`src/rtl/lvr_pkg.sv`:
```
// Package lvr_pkg
// Shared types for the low-voltage reset generator.
// Assumes: nothing beyond IEEE 1800-2017.
package lvr_pkg;
    // State of the startup hold timer
    typedef enum logic {
        HS_HOLD = 1'b0,
        HS_RUN  = 1'b1
    } hold_state_t;
endpackage

```
`src/rtl/lvr_ext_sync.sv`:
```
// Module lvr_ext_sync
// Synchronizes the external reset pin. Assertion clears the chain at once;
// release ripples through STAGES flops, so it is synchronous to clk.
// Assumes: STAGES >= 2. This is the only asynchronously reset logic in the block.
module lvr_ext_sync #(
    parameter int STAGES = 2
) (
    input  logic clk,
    input  logic ext_rst_n,
    output logic sync_n
);
    logic [STAGES-1:0] chain;

    // Shift ones in after release, clear everything on assertion
    always_ff @(posedge clk or negedge ext_rst_n) begin
        if (!ext_rst_n) chain <= '0;
        else            chain <= {chain[STAGES-2:0], 1'b1};
    end

    assign sync_n = chain[STAGES-1];


    sync_release_chk: assert property (@(posedge clk) disable iff (!ext_rst_n)
        $rose(sync_n) |-> $past(ext_rst_n));
endmodule

```
`src/rtl/lvr_glitch_filter.sv`:
```
// Module lvr_glitch_filter
// Qualifies the supply-low flag. It counts tick pulses during one unbroken
// high interval of lv_flag and raises lv_qual on tick number FILT_TICKS+1.
// Assumes: lv_flag and tick are synchronous to clk; tick is a one-cycle pulse.
module lvr_glitch_filter #(
    parameter int FILT_TICKS = 32
) (
    input  logic clk,
    input  logic rst_n,
    input  logic tick,
    input  logic lv_flag,
    output logic lv_qual
);
    localparam int CW = $clog2(FILT_TICKS + 1);
    localparam logic [CW-1:0] LIMIT = CW'(FILT_TICKS);

    logic [CW-1:0] cnt;

    // Count ticks while the flag holds; clear at once when it drops
    always_ff @(posedge clk) begin
        if (!rst_n || !lv_flag) begin
            cnt     <= '0;
            lv_qual <= 1'b0;
        end else if (tick) begin
            if (cnt == LIMIT) lv_qual <= 1'b1;
            else              cnt     <= cnt + 1'b1;
        end
    end


    qual_needs_tick_chk: assert property (@(posedge clk) disable iff (!rst_n)
        $rose(lv_qual) |-> $past(lv_flag && tick));

    flag_drop_clears_chk: assert property (@(posedge clk) disable iff (!rst_n)
        !lv_flag |=> !lv_qual);
endmodule

```
`src/rtl/lvr_hold_timer.sv`:
```
// Module lvr_hold_timer
// Startup hold. While src is active the timer is held at zero. Once src
// clears, it counts HOLD_CYCLES clocks and then raises done.
// Assumes: HOLD_CYCLES >= 2; src is synchronous to clk.
module lvr_hold_timer
    import lvr_pkg::*;
#(
    parameter int HOLD_CYCLES = 1024
) (
    input  logic clk,
    input  logic rst_n,
    input  logic src,
    output logic done
);
    localparam int HW = $clog2(HOLD_CYCLES + 1);
    localparam logic [HW-1:0] LAST = HW'(HOLD_CYCLES - 1);

    hold_state_t   state;
    logic [HW-1:0] cnt;

    // Restart on any source, otherwise count toward release
    always_ff @(posedge clk) begin
        if (!rst_n || src) begin
            state <= HS_HOLD;
            cnt   <= '0;
        end else if (state == HS_HOLD) begin
            if (cnt == LAST) state <= HS_RUN;
            else             cnt   <= cnt + 1'b1;
        end
    end

    assign done = (state == HS_RUN);


    src_restarts_chk: assert property (@(posedge clk) disable iff (!rst_n)
        src |=> !done);

    release_after_quiet_chk: assert property (@(posedge clk) disable iff (!rst_n)
        $rose(done) |-> $past(!src));
endmodule

```
`src/rtl/lvr_reset_gen.sv`:
```
// Module lvr_reset_gen
// Top of the reset generator. It ORs the synchronized external pin with the
// filtered supply-low flag and holds the result through the startup timer.
// The external pin also gates the output directly, so its assertion does not
// wait for a clock edge.
// Assumes: lv_flag and tick are synchronous to clk.
module lvr_reset_gen #(
    parameter int FILT_TICKS  = 32,
    parameter int HOLD_CYCLES = 1024,
    parameter int SYNC_STAGES = 2
) (
    input  logic clk,
    input  logic ext_rst_n,
    input  logic tick,
    input  logic lv_flag,
    output logic chip_rst_n
);
    logic ext_ok;
    logic lv_qual;
    logic hold_done;

    lvr_ext_sync #(.STAGES(SYNC_STAGES)) u_sync (
        .clk       (clk),
        .ext_rst_n (ext_rst_n),
        .sync_n    (ext_ok)
    );

    lvr_glitch_filter #(.FILT_TICKS(FILT_TICKS)) u_filt (
        .clk     (clk),
        .rst_n   (ext_ok),
        .tick    (tick),
        .lv_flag (lv_flag),
        .lv_qual (lv_qual)
    );

    lvr_hold_timer #(.HOLD_CYCLES(HOLD_CYCLES)) u_hold (
        .clk   (clk),
        .rst_n (ext_ok),
        .src   (lv_qual),
        .done  (hold_done)
    );

    // Chip runs only when the pin is released and the hold has finished
    assign chip_rst_n = hold_done & ext_ok;


    qual_forces_reset_chk: assert property (@(posedge clk) disable iff (!ext_ok)
        lv_qual |=> !chip_rst_n);

    pin_forces_reset_chk: assert property (@(negedge clk)
        !ext_rst_n |-> !chip_rst_n);
endmodule

```
`config.mk`:
```
export PLATFORM = sky130hd
export DESIGN_NAME = lvr_reset_gen
export DESIGN_NICKNAME = d
export VERILOG_FILES = /design/src/rtl/lvr_pkg.sv /design/src/rtl/lvr_ext_sync.sv /design/src/rtl/lvr_glitch_filter.sv /design/src/rtl/lvr_hold_timer.sv /design/src/rtl/lvr_reset_gen.sv
export SDC_FILE = /design/constraint.sdc
export NUM_CORES = 1
export LEC_CHECK = 0
export ABC_AREA = 0
export CAP_MARGIN = 20
export CORE_MARGIN = 3
export CORE_UTILIZATION = 45
export DETAILED_ROUTE_END_ITERATION = 6
export DONT_BUFFER_PORTS = 1
export GPL_ROUTABILITY_DRIVEN = 0
export GPL_TIMING_DRIVEN = 0
export HOLD_SLACK_MARGIN = 0.05
export SLEW_MARGIN = 10
export SYNTH_ARGS = -nofsm -noshare
export SYNTH_HDL_FRONTEND = slang
export SYNTH_HIERARCHICAL = 1
export SYNTH_SLANG_ARGS = --single-unit
```
`constraint.sdc`:
```
create_clock -name clk -period 1.5 [get_ports clk]
set_input_delay 0.15 -clock clk [delete_from_list [all_inputs] [get_ports clk]]
set_output_delay 0.15 -clock clk [all_outputs]
set_load 0.02 [all_outputs]
```
# Word-level counts from Yosys, hierarchy flattened
# Cells that the tools add are included.
# word_totals
regBits	21
in_bits	4
output_inout_bits	1
wordCells	22
# classes
add_sub_neg	2
n_eq_ne	2
mux	2
bitwise	4
n_reduce_logical	7
# ops
operator	n
adder 11 x 1 -> 11 bit (second input constant)	1
equality test 11 x 10 -> 1 bit (second input constant)	1
adder 6 x 1 -> 6 bit (second input constant)	1
equality test 6 bit (second input constant)	1
AND reduction 2 bit	3
inverter 1 bit	3
logical NOT 1 bit	2
logical OR 1 bit	2
2-to-1 mux 1 bit	2
AND 1 bit	1

# Longest topological paths before layout
# logic_depth
word_depth	3
ltp_mapped	5
mapped_depth_nobuf	5

# Modules after synthesis
# Netlist, hierarchy kept.
# modules_own_cells
module	n_inst	cells_per_inst	area_each_um2	seq_area_each_um2
lvr_hold_timer	1	66	599.3	240.2
lvr_glitch_filter	1	38	344.1	140.1
lvr_ext_sync	1	3	53.8	50.0
lvr_reset_gen	1	1	6.3	0.0

# Least setup slack after synthesis
# Ideal clock, no wire load.
# synth_timing
path_type	register to register
start	reg u_hold.cnt[0]
end	reg u_hold.cnt[3]
setup_ns	0.128
arrival_time_ns	1.319
required_ns	1.372
slack_ns	0.052
stages_incl_launch_ff	6
path_buffers	0
period_less_slack_ns	1.448
path_cell_list	dfxtp_1 -> ha_1 -> and3_1 -> a41oi_2 -> a21o_1 -> a21oi_1
# synth_via
elab_chain_cells	3
word_cells_on_any_way	4
classes_between	1 x add/sub; 1 x eq/ne; 1 x bitwise; 1 x reduce/logical
# synth_lines
item	line_no	text
start: declaration	lvr_hold_timer.sv:19	logic [HW-1:0] cnt;
start signal: assignment	lvr_hold_timer.sv:28	else cnt <= cnt + 1'b1;
branches (longest 3 deep; another with adder 11 x 1 -> 11 bit)	n/a	
# Several ways; the timed one is not identified.
# A chain may end at the register's enable or synchronous reset.

# Worst setup path after layout
# layout_timing
start	reg u_hold.cnt[7]
end	reg u_hold.cnt[9]
# The elaborated chain is that of the path after synthesis.

==> reports/summary.log <==
INFO  outcome        status=complete, no violations
INFO  floorplanning  floorplan.die_area=0.002832sqmm
INFO  routing        routed_via_density=5.418
INFO  routing        initialDrtViolationCount=25
INFO  critical_path  critical_path.startpoint_type=flop
INFO  placement      post-place-ws=-0.1116ns
INFO  power_and_ir_drop power_share_of_the_sequential_group=64.1%
INFO  yosys          synth_fp_nets=115
INFO  power_and_ir_drop p_int=0.0007007W
INFO  power_and_ir_drop ir_worst_vdd=0.7240mV
INFO  finish         final_layout_size_suffix_gt1_share=21.01%
INFO  yosys          postSynthRegisterBits=21
INFO  finish         design_area=0.001180sqmm
INFO  timing         finalClockSkew=0.001692ns
INFO  power_and_ir_drop clock_power_share=29.2%
INFO  yosys          synthesis.yosys.warnings=6
INFO  yosys          post_synth_num_cell_types=37
INFO  global_route   grt_remaining_overflow=0
INFO  cts            cts_max_level=1
INFO  finish         design.final.nets=127
INFO  power_and_ir_drop power.density=771.7mW/mm^2
INFO  global_route   track_usage=15.79%
INFO  routing        via_count=791
INFO  routing        drt_pre_antenna_iters=4
INFO  placement      detailed_place.area=0.001037sqmm
INFO  placement      detailed_place_hpwl=1237microns
INFO  power_and_ir_drop pwr-share-comb=6.7%
INFO  critical_path  critical_path.endpoint_type=flop
INFO  critical_path  worst_ep_arrival_time=1.67ns
INFO  cts            clkLatencyLatePin=0.30ns
INFO  floorplanning  effective_utilization_at_floorplan=49.14%
INFO  job            max_cap_violations=0
INFO  min_path       hold_wc_path_type=primary input to flop
INFO  routing        drt-total-wl=1940microns
INFO  yosys          synthesis.instances=108
INFO  timing         final-setup-viol-count=0
INFO  cts            clockRootBuffer=sky130_fd_sc_hd__clkbuf_4
INFO  global_route   grt_antenna_before_repair=0
INFO  critical_path  worst-setup-path-type=flop to flop
INFO  global_route   maximum_number_of_pins_on_one_net_before_global_route_repair=13
INFO  floorplanning  io-pin-count=5
INFO  routing        post_drt_wl_per_cell=13.29microns
INFO  power_and_ir_drop total_switching_power=0.0002098W
INFO  yosys          post_synth_main_area_contributors=sky130_fd_sc_hd__dfxtp_1, sky130_fd_sc_hd__dfrtp_1, sky130_fd_sc_hd__nand3_1, sky130_fd_sc_hd__a31oi_1, sky130_fd_sc_hd__ha_1
INFO  placement      post-place-cells=135
INFO  timing         clock.fmax=0.6832GHz
INFO  finish         diodes=0
INFO  cts            cts.sink_count=21
INFO  yosys          synth_sequential_area_ratio=42.89%
INFO  timing         period_needed=1.464ns
INFO  global_route   grt_pass1_vias=713
INFO  floorplanning  floorplan.die.width=53.22microns
INFO  placement      count_of_buffers_from_port_buffering=0
INFO  critical_path  critical_path_required=1.70ns
INFO  finish         area.growth.synth_to_final=17.58%
INFO  timing         finalCritPeriodShare=97.58%
INFO  timing         finalHoldViolCount=0
INFO  critical_path  cp_max_fo=7
INFO  yosys          yosysTopAreaCellShare=37.91%
INFO  timing         rsz0062_at_grt=yes
INFO  cts            clock_tree_from_tritoncts=yes
INFO  cts            cts-root-to-sink-buffers=2
INFO  routing        antenna_violating_nets_post_route=0
INFO  yosys          synth.avg_cell_area=9.291squm
INFO  power_and_ir_drop p_sw_share=23.05%
INFO  floorplanning  rows=16
INFO  timing         postLayoutSetupSlackWorst=0.03624ns
INFO  finish         finish.cell_count_without_fillers=146
INFO  power_and_ir_drop power.leakage=0.4300nW
INFO  timing         finalMaxSlewViolations=0
INFO  cts            tritoncts.num_buffers=3
INFO  yosys          netlist_area=0.001003sqmm
INFO  floorplanning  dieHeight=53.22microns
INFO  yosys          cell_taking_the_most_area_after_synthesis=sky130_fd_sc_hd__dfxtp_1
INFO  routing        drt_drc_violations_left=0
INFO  global_route   grt_pass1_wl=3180microns
INFO  floorplanning  placeableCoreArea=0.002042sqmm
INFO  cts            worst_setup_hold_path_clk_slew=0.11ns
-- metrics by stage --
step	TNS (ns)	hold WS (ns)	power (W)	util, %
after CTS	0	0.07339	0.0009110	55.21
after floorplan	0	-0.1456	0.0006229	-
final	0	0.08898	0.0009105	57.78
after global routing	-0.05656	0.08133	0.0009531	57.78
after detailed placement	-0.4317	-0.1455	0.0006332	50.80
after global placement	-0.2941	-0.1455	0.0006318	50.80
-- logic make-up after synthesis --
group	count (synthesis)	share of synthesized area, %
AO/OA/AOI/OAI	24	19.08
XOR/XNOR	3	2.619
other	1	0.3737
multiplexers	2	1.995
AND/OR/NAND/NOR	47	25.81
adder cells (fa/ha/maj)	3	3.741
buffers and inverters	7	3.490
flip-flops	21	42.89
-- final timing paths --
| path | startpoint | endpoint | slack (ns) | depth (start not counted) |
|---|---|---|---|---|
| worst max register to register | u_hold/cnt[7] | u_hold/cnt[9] | 0.04 | 5 |
| worst min-delay path | lv_flag | u_filt/cnt[2] | 0.09 | 2 |
| worst min register to register | u_sync/chain[0] | u_sync/chain[1] | 0.37 | 0 |
| min in group asynchronous | ext_rst_n | u_sync/chain[0] | 0.59 | 2 |
| worst max-delay path | u_hold/cnt[7] | u_hold/cnt[9] | 0.04 | 5 |
| max in group asynchronous | ext_rst_n | u_sync/chain[1] | 0.79 | 2 |
-- sequential cells by signal, indices dropped and copies added (netlist names) --
name,count
u_filt/cnt,6
u_hold/done,1
u_hold/cnt,11
u_sync/chain,2
u_filt/lv_qual,1
-- critical path, cell delays in order, from the launching register on --
cell                       delay, ns
sky130_fd_sc_hd__dfxtp_2        0.36
sky130_fd_sc_hd__and3_1         0.17
sky130_fd_sc_hd__buf_6          0.14
sky130_fd_sc_hd__a311oi_4       0.32
sky130_fd_sc_hd__a31oi_1        0.16
sky130_fd_sc_hd__a41o_1         0.22
-- cells in the final DEF (no fill, tap or decap), drive strengths merged, types with 5 or more instances in the layout --
| master | synthesis | layout |
|---|---|---|
| buf | 3 | 5 |
| a31oi | 7 | 7 |
| nor2 | 9 | 9 |
| nand2 | 9 | 9 |
| dfxtp | 19 | 19 |
| nand3 | 10 | 10 |
| a21oi | 5 | 5 |
-- cells in the mapped netlist --
master / number
sky130_fd_sc_hd__buf_1: 1
sky130_fd_sc_hd__a21bo_1: 1
sky130_fd_sc_hd__conb_1: 1
sky130_fd_sc_hd__and4bb_4: 1
sky130_fd_sc_hd__buf_2: 1
sky130_fd_sc_hd__o21ai_0: 4
sky130_fd_sc_hd__nor3b_2: 1
sky130_fd_sc_hd__nand3b_1: 2
sky130_fd_sc_hd__mux2i_1: 2
sky130_fd_sc_hd__buf_6: 1
sky130_fd_sc_hd__a41oi_2: 1
sky130_fd_sc_hd__and3_1: 3
sky130_fd_sc_hd__and4_2: 1
sky130_fd_sc_hd__a21boi_2: 1
sky130_fd_sc_hd__a21oi_2: 1
sky130_fd_sc_hd__ha_1: 3
sky130_fd_sc_hd__dfrtp_1: 2
sky130_fd_sc_hd__nor2b_1: 2
sky130_fd_sc_hd__nand2_1: 9
sky130_fd_sc_hd__nor2_1: 9
sky130_fd_sc_hd__a31oi_1: 7
sky130_fd_sc_hd__or3_1: 2
sky130_fd_sc_hd__and2_1: 2
sky130_fd_sc_hd__a21o_1: 1
sky130_fd_sc_hd__dfxtp_1: 19
sky130_fd_sc_hd__inv_1: 4
sky130_fd_sc_hd__a211oi_1: 1
sky130_fd_sc_hd__xnor2_1: 1
sky130_fd_sc_hd__nor3_1: 1
sky130_fd_sc_hd__nand2b_1: 1
sky130_fd_sc_hd__a21oi_1: 4
sky130_fd_sc_hd__xor2_1: 2
sky130_fd_sc_hd__a311oi_4: 1
sky130_fd_sc_hd__nand3_1: 10
sky130_fd_sc_hd__nand4_1: 2
sky130_fd_sc_hd__and2b_1: 1
sky130_fd_sc_hd__a41o_1: 2
-- per-layer routing --
layer  wire [microns]  global-route usage [%]
met2              927                   22.86
met5                0                       0
met4               18                   7.660
met1              951                   21.91
met3               43                   3.380
-- power groups by stage --
stage          clock, W  combinational (W)  sequential [W]
2_1_floorplan         0          0.0000317        0.000591
3_3_place_gp          0          0.0000375        0.000594
3_5_place_dp          0          0.0000385        0.000595
4_1_cts        0.000279          0.0000494        0.000583
5_1_grt        0.000297          0.0000694        0.000586
6_report       0.000266          0.0000614        0.000584
-- final cells by class --
cell class	count	area [sq um]
Buffer	3	22.52
Clock buffer	3	22.52
Clock inverter	1	5.005
Fill cell	188	862.1
Inverter	4	15.01
Multi-Input combinational cell	80	575.6
Sequential cell	21	442.9
Tap cell	27	33.78
Timing Repair Buffer	7	62.56
-- what timing repair did --
action / CTS / global route
pin swaps: 2 / 8
endpoints found under the hold margin: 6 / 0
endpoints found under the setup margin: 8 / 9
hold buffers: 4 / 0
setup buffers: 1 / 2
gates resized for setup: 3 / 13
(Power assumes the default switching activity.)
